<file path="src/rtl/tmr_pkg.sv">
package tmr_pkg;
  localparam int unsigned CNT_W = 16;
  localparam int unsigned PRE_W = 10;
  localparam int unsigned SEL_W = 3;

  typedef enum logic [SEL_W-1:0] {
    PS_STOP    = 3'd0,
    PS_DIV1    = 3'd1,
    PS_DIV8    = 3'd2,
    PS_DIV64   = 3'd3,
    PS_DIV256  = 3'd4,
    PS_DIV1024 = 3'd5
  } psel_e;

  // log2 of the division ratio for each select code
  function automatic int unsigned div_shift(logic [SEL_W-1:0] sel);
    case (sel)
      PS_DIV8:    return 3;
      PS_DIV64:   return 6;
      PS_DIV256:  return 8;
      PS_DIV1024: return 10;
      default:    return 0;
    endcase
  endfunction
endpackage

</file>
<file path="src/rtl/tmr_prescaler.sv">
module tmr_prescaler
  import tmr_pkg::*;
#(
  parameter int unsigned PW = PRE_W
) (
  input  logic             clk_i,
  input  logic             rst_ni,
  input  logic [SEL_W-1:0] psel_i,
  output logic             tick_o
);
  logic [PW-1:0] div_q;
  logic [PW-1:0] mask;
  logic          run;

  assign run = (psel_i >= SEL_W'(PS_DIV1)) && (psel_i <= SEL_W'(PS_DIV1024));

  // low 'shift' bits set; tick when all of them are ones
  always_comb begin
    int unsigned sh;
    sh = div_shift(psel_i);
    for (int i = 0; i < PW; i++) mask[i] = (i < sh);
  end

  always_ff @(posedge clk_i or negedge rst_ni) begin
    if (!rst_ni)  div_q <= '0;
    else if (!run) div_q <= '0;
    else          div_q <= div_q + 1'b1;
  end

  assign tick_o = run && ((div_q & mask) == mask);
endmodule

</file>
<file path="src/rtl/tmr_counter.sv">
module tmr_counter
  import tmr_pkg::*;
#(
  parameter int unsigned W = CNT_W
) (
  input  logic         clk_i,
  input  logic         rst_ni,
  input  logic         tick_i,
  input  logic         we_i,
  input  logic [W-1:0] wdata_i,
  input  logic         clr_hit_i,
  output logic [W-1:0] cnt_o
);
  logic [W-1:0] cnt_q;

  always_ff @(posedge clk_i or negedge rst_ni) begin
    if (!rst_ni)       cnt_q <= '0;
    else if (we_i)     cnt_q <= wdata_i;
    else if (tick_i) begin
      if (clr_hit_i)   cnt_q <= '0;
      else             cnt_q <= cnt_q + 1'b1;
    end
  end

  assign cnt_o = cnt_q;
endmodule

</file>
<file path="src/rtl/tmr_match.sv">
module tmr_match
  import tmr_pkg::*;
#(
  parameter int unsigned W = CNT_W
) (
  input  logic         clk_i,
  input  logic         rst_ni,
  input  logic [W-1:0] cnt_i,
  input  logic         tick_i,
  input  logic         cmp_we_i,
  input  logic [W-1:0] cmp_wdata_i,
  input  logic         tgl_en_i,
  input  logic         flag_clr_i,
  output logic         eq_o,
  output logic         evt_o,
  output logic         flag_o,
  output logic         pin_o
);
  logic [W-1:0] cmp_q;
  logic         flag_q;
  logic         pin_q;

  always_ff @(posedge clk_i or negedge rst_ni) begin
    if (!rst_ni)       cmp_q <= '1;
    else if (cmp_we_i) cmp_q <= cmp_wdata_i;
  end

  assign eq_o  = (cnt_i == cmp_q);
  assign evt_o = tick_i && eq_o;

  // event beats clear
  always_ff @(posedge clk_i or negedge rst_ni) begin
    if (!rst_ni)         flag_q <= 1'b0;
    else if (evt_o)      flag_q <= 1'b1;
    else if (flag_clr_i) flag_q <= 1'b0;
  end

  always_ff @(posedge clk_i or negedge rst_ni) begin
    if (!rst_ni)                pin_q <= 1'b0;
    else if (evt_o && tgl_en_i) pin_q <= ~pin_q;
  end

  assign flag_o = flag_q;
  assign pin_o  = pin_q;
endmodule

</file>
<file path="src/rtl/cmp_timer.sv">
module cmp_timer
  import tmr_pkg::*;
(
  input  logic             clk_i,
  input  logic             rst_ni,
  input  logic [SEL_W-1:0] psel_i,
  input  logic             clr_on_match_i,
  input  logic             tgl_on_match_i,
  input  logic             irq_en_i,
  input  logic             cnt_we_i,
  input  logic [CNT_W-1:0] cnt_wdata_i,
  input  logic             cmp_we_i,
  input  logic [CNT_W-1:0] cmp_wdata_i,
  input  logic             flag_clr_i,
  output logic [CNT_W-1:0] cnt_o,
  output logic             oc_pin_o,
  output logic             flag_o,
  output logic             irq_o
);
  logic tick;
  logic match_eq;
  logic match_evt;

  tmr_prescaler #(.PW(PRE_W)) u_pre (
    .clk_i  (clk_i),
    .rst_ni (rst_ni),
    .psel_i (psel_i),
    .tick_o (tick)
  );

  tmr_counter #(.W(CNT_W)) u_cnt (
    .clk_i     (clk_i),
    .rst_ni    (rst_ni),
    .tick_i    (tick),
    .we_i      (cnt_we_i),
    .wdata_i   (cnt_wdata_i),
    .clr_hit_i (clr_on_match_i && match_eq),
    .cnt_o     (cnt_o)
  );

  tmr_match #(.W(CNT_W)) u_match (
    .clk_i       (clk_i),
    .rst_ni      (rst_ni),
    .cnt_i       (cnt_o),
    .tick_i      (tick),
    .cmp_we_i    (cmp_we_i),
    .cmp_wdata_i (cmp_wdata_i),
    .tgl_en_i    (tgl_on_match_i),
    .flag_clr_i  (flag_clr_i),
    .eq_o        (match_eq),
    .evt_o       (match_evt),
    .flag_o      (flag_o),
    .pin_o       (oc_pin_o)
  );

  assign irq_o = flag_o && irq_en_i;
endmodule

</file>
<file path="config.mk">
export PLATFORM = sky130hd
export DESIGN_NAME = cmp_timer
export DESIGN_NICKNAME = d
export VERILOG_FILES = /design/src/rtl/tmr_pkg.sv /design/src/rtl/tmr_prescaler.sv /design/src/rtl/tmr_counter.sv /design/src/rtl/tmr_match.sv /design/src/rtl/cmp_timer.sv
export SDC_FILE = /design/constraint.sdc
export NUM_CORES = 1
export LEC_CHECK = 0
export BUFFER_PORTS_ARGS = -buffer_cell sky130_fd_sc_hd__buf_2
export CAP_MARGIN = 20
export CORE_ASPECT_RATIO = 1.25
export CORE_MARGIN = 3
export CORE_UTILIZATION = 55
export CTS_BUF_LIST = sky130_fd_sc_hd__clkbuf_16
export DETAILED_ROUTE_END_ITERATION = 6
export GPL_TIMING_DRIVEN = 0
export PLACE_DENSITY = 0.91
export SLEW_MARGIN = 20
export SYNTH_ARGS = -nofsm -noshare
export SYNTH_HDL_FRONTEND = slang
export SYNTH_SLANG_ARGS = --single-unit
</file>
<file path="constraint.sdc">
create_clock -name clk_i -period 3.05 [get_ports clk_i]
set_input_delay 0.305 -clock clk_i [delete_from_list [all_inputs] [get_ports clk_i]]
set_output_delay 0.305 -clock clk_i [all_outputs]
set_load 0.02 [all_outputs]
</file>
==> results.cfg, run 1 <==
[critical_path]
cp_data_arrival_time_ns = 2.69
cp-end-kind = flip-flop
critical_path_class = flip-flop to flip-flop
r2r-start = u_cnt.cnt_o[5]
crit_fanout = 10
critPathRequiredTime_ns = 3.20
r2r-end = u_cnt.cnt_o[6]
cp-start-kind = flip-flop
ff2ff_setup_slack_ns = 0.51
reg2reg_depth = 8

[timing]
final.setup.tns_ns = 0
hold_viol_final = 0
hold_slack_ns = 0.1805
fin_skew_ns = 0.007634
fmax_mhz = 394.2
period_needed_ns = 2.537
slew_headroom_pct = 34.64
grt_setup_unrepaired = false
finalCritPeriodShare_pct = 83.18
tightest_slew_ns = 0.9803
finalMaxSlewViolations = 0
setup_viol = 0

[power]
p_per_area_nw_per_um2 = 584.5
leakage_uw = 0.001359
peakVddDrop_mv = 0.3509

[clocking]
htreeDepth = 2
cts_setup_buffers = 0
cts_hold_buf = 0
cts_resized = 0
cts_tree = yes
clk_pin_slew_ns = 0.06
cts.sinks = 44
clock_latency_ns = 0.29
cts_max_path_buffers = 2
numCtsBuffers = 5
cts-root-buf = clkbuf_16

[final_layout]
diodes = 0
area_growth_pct = 22.16
final_common_cell = buf_2
nets = 378
mostFrequentLayoutCells = 63 x buf_2, 28 x dfrtp_1, 21 x xor2_1
n_fill_cell = 334
final_core_util_pct = 70.85
post_route_cells_drive_above_1_share_pct = 32.04

[yosys]
synth_nets = 312
syn_area_um2 = 2586
synth_cells = 267
syn_area_per_cell_um2 = 9.686
ys_types = 44
yosysWarningCount = 0
synth-seq-cells = 44
ys_seq_area_share_pct = 43.35

[routing]
ant_nets = 0
drc_errors = 0
wl_um = 7543
via_per_inst = 6.561
vias = 2572
dr.first_iter.drc_count = 353
avgRoutedWirePerCell_um = 19.24
drt_first_pass_iters = 5

[floorplan]
dieArea_um2 = 5566
initial_utilization_pct = 58.00
pin_count = 62
core_um2 = 4459
rows = 27
floorplan.die.height_um = 82.67
die_w_um = 67.34

[placement]
dp.final_hpwl_um = 5065
io_buffer_count = 59
place_congestion = 0.9099

[run_status]
status = complete, no violations

[grt]
grt_pass1_vias = 2585
antenna_found_initial = 0
grt_max_degree = 45
grt_pass1_wl_um = 12310
grt_remaining_overflow = 0
track_usage_pct = 30.00

[run]
max_cap_violations = 0

[min_path]
hp-class = input pin to async pin
## per-layer routing
metal,vias to the layer above,GRT usage [%],wire length [µm]
met5,-,0,0
met2,181,49.75,3758
met3,47,7.037,727
met4,0,16.43,350
li1,1130,-,-
met1,1214,35.58,2707
## area by class of cell
type | count | area (µm²) | share of cell area [%]
repair buffers | 59 | 295.3 | 9.347
well taps | 58 | 72.57 | 2.297
clock buffers | 7 | 175.2 | 5.545
inverters | 7 | 26.28 | 0.8317
clock inverters | 1 | 30.03 | 0.9505
multi-input cells | 198 | 1359 | 43.01
flip-flops and latches | 44 | 1121 | 35.49
plain buffers | 18 | 80.08 | 2.535
## power breakdown
part           switching (µW)  leakage (µW)  total, µW  internal (µW)
logic                     226      0.000746        382            156
registers                87.9      0.000513        752            665
clock network             227      0.000100        713            486
## worst max-delay path: stages (launching register included)
cell      delay (ns)
dfrtp_1         0.33
clkbuf_1        0.44
xor2_1          0.15
nor4_1          0.39
nand4_1         0.17
buf_2           0.23
clkbuf_1        0.28
o22ai_1         0.27
o211ai_1        0.14
## cell usage after synthesis, drive strengths merged
| cell type | n | area, µm² |
|---|---|---|
| o211ai | 13 | 97.59 |
| dfrtp | 28 | 700.7 |
| o2111ai | 5 | 43.79 |
| clkinv | 2 | 7.510 |
| a31oi | 5 | 31.28 |
| a2bb2oi | 4 | 35.03 |
| o211a | 1 | 10.01 |
| or3 | 2 | 17.52 |
| nand2 | 19 | 71.32 |
| nand3b | 3 | 22.52 |
| nand3 | 17 | 85.08 |
| a21oi | 6 | 30.03 |
| o221ai | 3 | 26.28 |
| dfstp | 16 | 420.4 |
| and3 | 5 | 31.28 |
| a21bo | 1 | 10.01 |
| a211oi | 1 | 12.51 |
| ha | 2 | 25.02 |
| nor4 | 10 | 62.56 |
| clkbuf | 12 | 45.04 |
| xnor2 | 4 | 35.03 |
| nor3 | 8 | 40.04 |
| a21o | 2 | 15.01 |
| o21a | 1 | 7.510 |
| or4 | 5 | 37.54 |
| a22oi | 1 | 7.510 |
| and2 | 5 | 31.28 |
| o21ai | 2 | 10.01 |
| inv | 5 | 18.77 |
| and4 | 3 | 26.28 |
| a221oi | 1 | 8.760 |
| buf | 6 | 35.03 |
| nand4 | 2 | 12.51 |
| mux2 | 16 | 180.2 |
| o22ai | 5 | 31.28 |
| o311ai | 3 | 26.28 |
| nor2 | 19 | 71.32 |
| and4b | 1 | 10.01 |
| nand2b | 1 | 6.260 |
| xor2 | 21 | 183.9 |
| nor2b | 1 | 6.260 |
## through the flow
step	setup slack [ns]	cells	area (µm²)	power, µW
after floorplan	1.006	267	2586	979.8
after global placement	0.7592	384	2954	1104
after detailed placement	0.6288	384	2954	1129
after CTS	0.5897	392	3159	1843
after global routing	0.2914	392	3159	1922
final	0.5130	392	3159	1847
## flip-flops by register name, summed over array words and instances, names as in the netlist
| register | cells |
|---|---|
| u_cnt.cnt_o | 16 |
| u_match.cmp_q | 16 |
| u_pre.div_q | 10 |
| u_match.flag_o | 1 |
| u_match.pin_o | 1 |
## cell families (layout without fill, tap and decap cells)
| group | after synthesis | count (layout) | share of synthesized area, % |
|---|---|---|---|
| AO/OA/AOI/OAI | 54 | 54 | 15.58 |
| XOR/XNOR | 25 | 25 | 8.466 |
| adder cells (fa/ha/maj) | 2 | 2 | 0.9674 |
| buffers and inverters | 25 | 92 | 4.112 |
| flip-flops | 44 | 44 | 43.35 |
| multiplexers | 16 | 16 | 6.967 |
| AND/OR/NAND/NOR | 101 | 101 | 20.56 |
## how the worst max path moves through the flow
stage | cells after the start | slack (ns) | from | endpoint
global placement | 6 | 0.76 | u_cnt.cnt_o[5] | u_cnt.cnt_o[11]
finish | 8 | 0.51 | u_cnt.cnt_o[5] | u_cnt.cnt_o[6]
detailed placement | 8 | 0.63 | u_cnt.cnt_o[5] | u_cnt.cnt_o[3]
CTS | 8 | 0.59 | u_cnt.cnt_o[5] | u_cnt.cnt_o[8]
floorplan | 7 | 1.01 | u_cnt.cnt_o[0] | u_cnt.cnt_o[12]
global route | 8 | 0.29 | u_cnt.cnt_o[5] | u_cnt.cnt_o[2]
Power figures use the tool's default switching activity.
==> inputs of run 2 (changes only) <==
- CORE_UTILIZATION: 55 -> 54
- PLACE_DENSITY: 0.91 -> 0.89
- clock period: 3.05 -> 2.5 ns (I/O delays scaled with it)
==> run 2 against run 1 <==
Effect of this change:
- non-clock buffer count down 1
- critical path type unchanged
- via count down 4.2%
- worst setup slack worse by 0.39 ns
- largest power group unchanged
==> results.cfg, run 2 (synthesis results as in run 1) <==
[run_status]
status = complete, no violations

[grt]
track_usage_pct = 25.81
antenna_found_initial = 0
grt_remaining_overflow = 0
grt_pass1_vias = 2385
grt_max_degree = 45
grt_pass1_wl_um = 11260

[clocking]
clock_latency_ns = 0.29
htreeDepth = 2
cts_setup_buffers = 0
cts.sinks = 44
cts_hold_buf = 0
cts_max_path_buffers = 2
numCtsBuffers = 5
cts_resized = 0
clk_pin_slew_ns = 0.06
cts_tree = yes
cts-root-buf = clkbuf_16

[critical_path]
critPathRequiredTime_ns = 2.61
cp-end-kind = flip-flop
cp-start-kind = flip-flop
r2r-end = u_cnt.cnt_o[11]
critical_path_class = flip-flop to flip-flop
r2r-start = u_cnt.cnt_o[5]
ff2ff_setup_slack_ns = 0.13
cp_data_arrival_time_ns = 2.48
reg2reg_depth = 5
crit_fanout = 10

[routing]
avgRoutedWirePerCell_um = 17.62
ant_nets = 0
drt_first_pass_iters = 7
dr.first_iter.drc_count = 412
vias = 2463
wl_um = 6889
drc_errors = 0
via_per_inst = 6.299

[floorplan]
die_w_um = 67.90
core_um2 = 4527
pin_count = 62
dieArea_um2 = 5661
floorplan.die.height_um = 83.38
initial_utilization_pct = 57.13
rows = 27

[timing]
slew_headroom_pct = 32.57
setup_viol = 0
finalCritPeriodShare_pct = 94.97
hold_viol_final = 0
final.setup.tns_ns = 0
grt_setup_unrepaired = true
finalMaxSlewViolations = 0
tightest_slew_ns = 1.011
setup_ws_ns = 0.1258
period_needed_ns = 2.374
fmax_mhz = 421.2
fin_skew_ns = 0.004507

[final_layout]
nets = 377
area_growth_pct = 20.42
final_common_cell = buf_2
instances_no_fill = 391
post_route_cells_drive_above_1_share_pct = 31.83
diodes = 0
mostFrequentLayoutCells = 63 x buf_2, 28 x dfrtp_1, 21 x xor2_1

[power]
cellInternalPower_uw = 1465
clkPwrFrac_pct = 35.0
p_sw_share_pct = 30.19
combinationalPowerShare_pct = 21.0
p_per_area_nw_per_um2 = 673.6
peakVddDrop_mv = 0.4164
seqPwrFrac_pct = 44.0
leakage_uw = 0.001343
switchingPower_uw = 633.4

[placement]
io_buffer_count = 59
dp.final_hpwl_um = 4694
dp_slack_ns = 0.1368
place_congestion = 0.9220
post-place-cells = 384

[run]
max_cap_violations = 0

[min_path]
hp-class = input pin to async pin
-- run 2: cell types whose count changed in the layout (fill, tap and decap cells not counted), sizes merged --
| cell | before | now |
|---|---|---|
| clkinv | 2 | 3 |
| clkbuf | 19 | 16 |
| inv | 5 | 6 |
-- run 2: power groups by stage --
stage / registers, µW / clock network (µW) / logic (µW)
2_1_floorplan: 942 / 0 / 253
3_3_place_gp: 917 / 0 / 428
3_5_place_dp: 922 / 0 / 441
4_1_cts: 911 / 737 / 446
5_1_grt: 936 / 766 / 485
6_report: 923 / 734 / 440
-- run 2: worst max-delay path, stage by stage (launching register included) --
cell,delay [ns]
dfrtp_1,0.53
xor2_1,0.22
nor4_1,0.39
nand4_1,0.17
nor2_1,0.59
o311ai_0,0.29
-- run 2: how the worst max path moves through the flow --
| stage | startpoint | end | slack [ns] | cells past startpoint |
|---|---|---|---|---|
| 2_1_floorplan | u_cnt.cnt_o[0] | u_cnt.cnt_o[12] | 0.46 | 7 |
| 3_3_place_gp | u_cnt.cnt_o[5] | u_cnt.cnt_o[11] | 0.19 | 6 |
| 3_5_place_dp | u_cnt.cnt_o[5] | u_cnt.cnt_o[11] | 0.14 | 6 |
| 4_1_cts | u_cnt.cnt_o[5] | u_cnt.cnt_o[11] | 0.08 | 6 |
| 5_1_grt | u_cnt.cnt_o[13] | u_cnt.cnt_o[11] | -0.007 | 6 |
| 6_report | u_cnt.cnt_o[5] | u_cnt.cnt_o[11] | 0.13 | 5 |
-- run 2: metrics by stage --
| stage | hold WS, ns | total power (µW) | instance area (µm²) | utilization [%] |
|---|---|---|---|---|
| floorplan | -0.04559 | 1195 | 2586 | - |
| global placement | 0.4485 | 1345 | 2954 | 65.26 |
| detailed placement | 0.4601 | 1363 | 2954 | 65.26 |
| CTS | 0.1611 | 2095 | 3118 | 68.88 |
| global route | 0.1803 | 2188 | 3114 | 68.79 |
| finish | 0.1394 | 2098 | 3114 | 68.79 |
-- run 2: routing by layer --
layer	GRT usage, %	share of wire [%]	up-vias	routed length [µm]
met3	3.924	9.5	34	657
met2	39.95	48	175	3308
met4	9.765	2.7	0	188
li1	-	-	1126	-
met1	35.93	40	1128	2734
met5	0	0	-	0
-- run 2: final cells by class --
class                   count  area (µm²)
plain buffers              17       76.32
clock buffers               5       125.1
clock inverters             3       38.79
fillers                   352        1413
inverters                   7       26.28
multi-input cells         198        1359
flip-flops and latches     44        1121
well taps                  58       72.57
repair buffers             59       295.3
==> inputs of run 3 (changes only) <==
- clock period: 2.5 -> 2.62 ns (I/O delays scaled with it)
==> run 3 against run 2 <==
Effect of this change:
- critical path type unchanged
- largest power group unchanged
- fmax down 4.4%
- worst setup slack better by 0.0098 ns
- combinational power down 2%
- first-iteration DRC count up 0.24%
- highest routed layer unchanged
- via count up 0.61%
- clock power down 4.2%
- flip-flop and latch count unchanged
- final cell count up 0.26%
==> results.cfg, run 3 (synthesis results as in run 1) <==
[run_status]
status = complete, no violations

[clocking]
cts-root-buf = clkbuf_16
cts_resized = 0
cts_setup_buffers = 0
cts_tree = yes
cts.sinks = 44
clock_latency_ns = 0.28
clk_pin_slew_ns = 0.06
numCtsBuffers = 5
htreeDepth = 2
cts_hold_buf = 0
cts_max_path_buffers = 2

[final_layout]
mostFrequentLayoutCells = 63 x buf_2, 28 x dfrtp_1, 21 x xor2_1
area_growth_pct = 20.56
diodes = 0
final_core_util_pct = 68.88
post_route_cells_drive_above_1_share_pct = 31.74
final_common_cell = buf_2
nets = 378
instances_no_fill = 392

[power]
power.total_uw = 2006
p_sw_share_pct = 30.28
switchingPower_uw = 607.3
cellInternalPower_uw = 1399
p_per_area_nw_per_um2 = 643.4
peakVddDrop_mv = 0.4013
seqPwrFrac_pct = 43.6
combinationalPowerShare_pct = 21.4
leakage_uw = 0.001344
clkPwrFrac_pct = 35.0

[critical_path]
crit_chain = clkbuf_1 -> xor2_1 -> nor4_1 -> nand4_1 -> nor2_1 -> o311ai_0
crit_fanout = 9
critical_path.top_delay_family = simple AND/OR/NAND/NOR gates
cp-end-kind = flip-flop
reg2reg_depth = 6
worst_path_max_delay_cell = nor2_1
cp-start-kind = flip-flop
ff2ff_setup_slack_ns = 0.14
critical_path_class = flip-flop to flip-flop
r2r-end = u_cnt.cnt_o[11]
cp_data_arrival_time_ns = 2.59
r2r-start = u_cnt.cnt_o[5]
crit_buf_inv = 1
max_stage_delay_ns = 0.58
critPathRequiredTime_ns = 2.73

[placement]
dp.final_hpwl_um = 4694
io_buffer_count = 59
dp_slack_ns = 0.2568
place_congestion = 0.9220
post-place-cells = 384

[timing]
hold_viol_final = 0
fin_skew_ns = 0.002825
setup_viol = 0
finalMaxSlewViolations = 0
slew_headroom_pct = 33.61
setup_ws_ns = 0.1356
fmax_mhz = 402.5
grt_setup_unrepaired = true
tightest_slew_ns = 0.9958
period_needed_ns = 2.484
finalCritPeriodShare_pct = 94.82

[floorplan]
floorplan.die.height_um = 83.38
core_um2 = 4527
dieArea_um2 = 5661
pin_count = 62
rows = 27
initial_utilization_pct = 57.13
die_w_um = 67.90

[routing]
drt_first_pass_iters = 6
avgRoutedWirePerCell_um = 17.66
vias = 2478
wl_um = 6923
drc_errors = 0
via_per_inst = 6.321
dr.first_iter.drc_count = 413
ant_nets = 0

[grt]
grt_max_degree = 45
grt_pass1_wl_um = 11260
grt_remaining_overflow = 0
antenna_found_initial = 0
grt_pass1_vias = 2385
track_usage_pct = 25.81

[run]
max_cap_violations = 0

[min_path]
hp-class = input pin to async pin
run 3: cell count changes in the layout (fill, tap and decap cells not counted):
| cell | previous run | this run |
|---|---|---|
| clkbuf_1 | 11 | 12 |
run 3: worst register-to-register path, stage by stage (launching register included):
cell and delay (ns):
dfrtp_1 0.34, clkbuf_1 0.40, xor2_1 0.13, nor4_1 0.40, nand4_1 0.17, nor2_1 0.58
o311ai_0 0.29
run 3: power groups by stage:
stage               clock, µW  combinational [µW]  sequential (µW)
floorplan                   0                 242              899
global placement            0                 409              875
detailed placement          0                 421              879
CTS                       704                 426              869
global route              731                 472              886
finish                    703                 429              874
run 3: stage by stage:
stage | hold WS, ns | TNS [ns] | area (µm²)
detailed placement | 0.4619 | 0 | 2954
global route | 0.1923 | -0.004451 | 3118
floorplan | -0.03359 | 0 | 2586
finish | 0.1426 | 0 | 3118
CTS | 0.1731 | 0 | 3118
global placement | 0.4508 | 0 | 2954
run 3: per-layer routing:
metal	track usage (%)	share of wire [%]	up-vias
li1	-	-	1131
met1	35.93	40	1139
met2	39.95	48	177
met3	3.924	9.1	31
met4	9.765	3.2	0
met5	0	0	-
run 3: how the worst max path moves through the flow:
| stage | startpoint | to | slack (ns) | depth (start not counted) |
|---|---|---|---|---|
| final | u_cnt.cnt_o[5] | u_cnt.cnt_o[11] | 0.14 | 6 |
| after global routing | u_cnt.cnt_o[5] | u_cnt.cnt_o[11] | -0.004 | 6 |
| after CTS | u_cnt.cnt_o[5] | u_cnt.cnt_o[11] | 0.20 | 6 |
| after detailed placement | u_cnt.cnt_o[5] | u_cnt.cnt_o[11] | 0.26 | 6 |
| after global placement | u_cnt.cnt_o[5] | u_cnt.cnt_o[11] | 0.31 | 6 |
| after floorplan | u_cnt.cnt_o[0] | u_cnt.cnt_o[12] | 0.58 | 7 |
run 3: cell type report:
cell class                      count  area, µm²
Inverter                            7      26.28
Tap cell                           58      72.57
Fill cell                         353       1409
Multi-Input combinational cell    198       1359
Buffer                             18      80.08
Clock buffer                        5      125.1
Timing Repair Buffer               59      295.3
Sequential cell                    44       1121
Clock inverter                      3      38.79
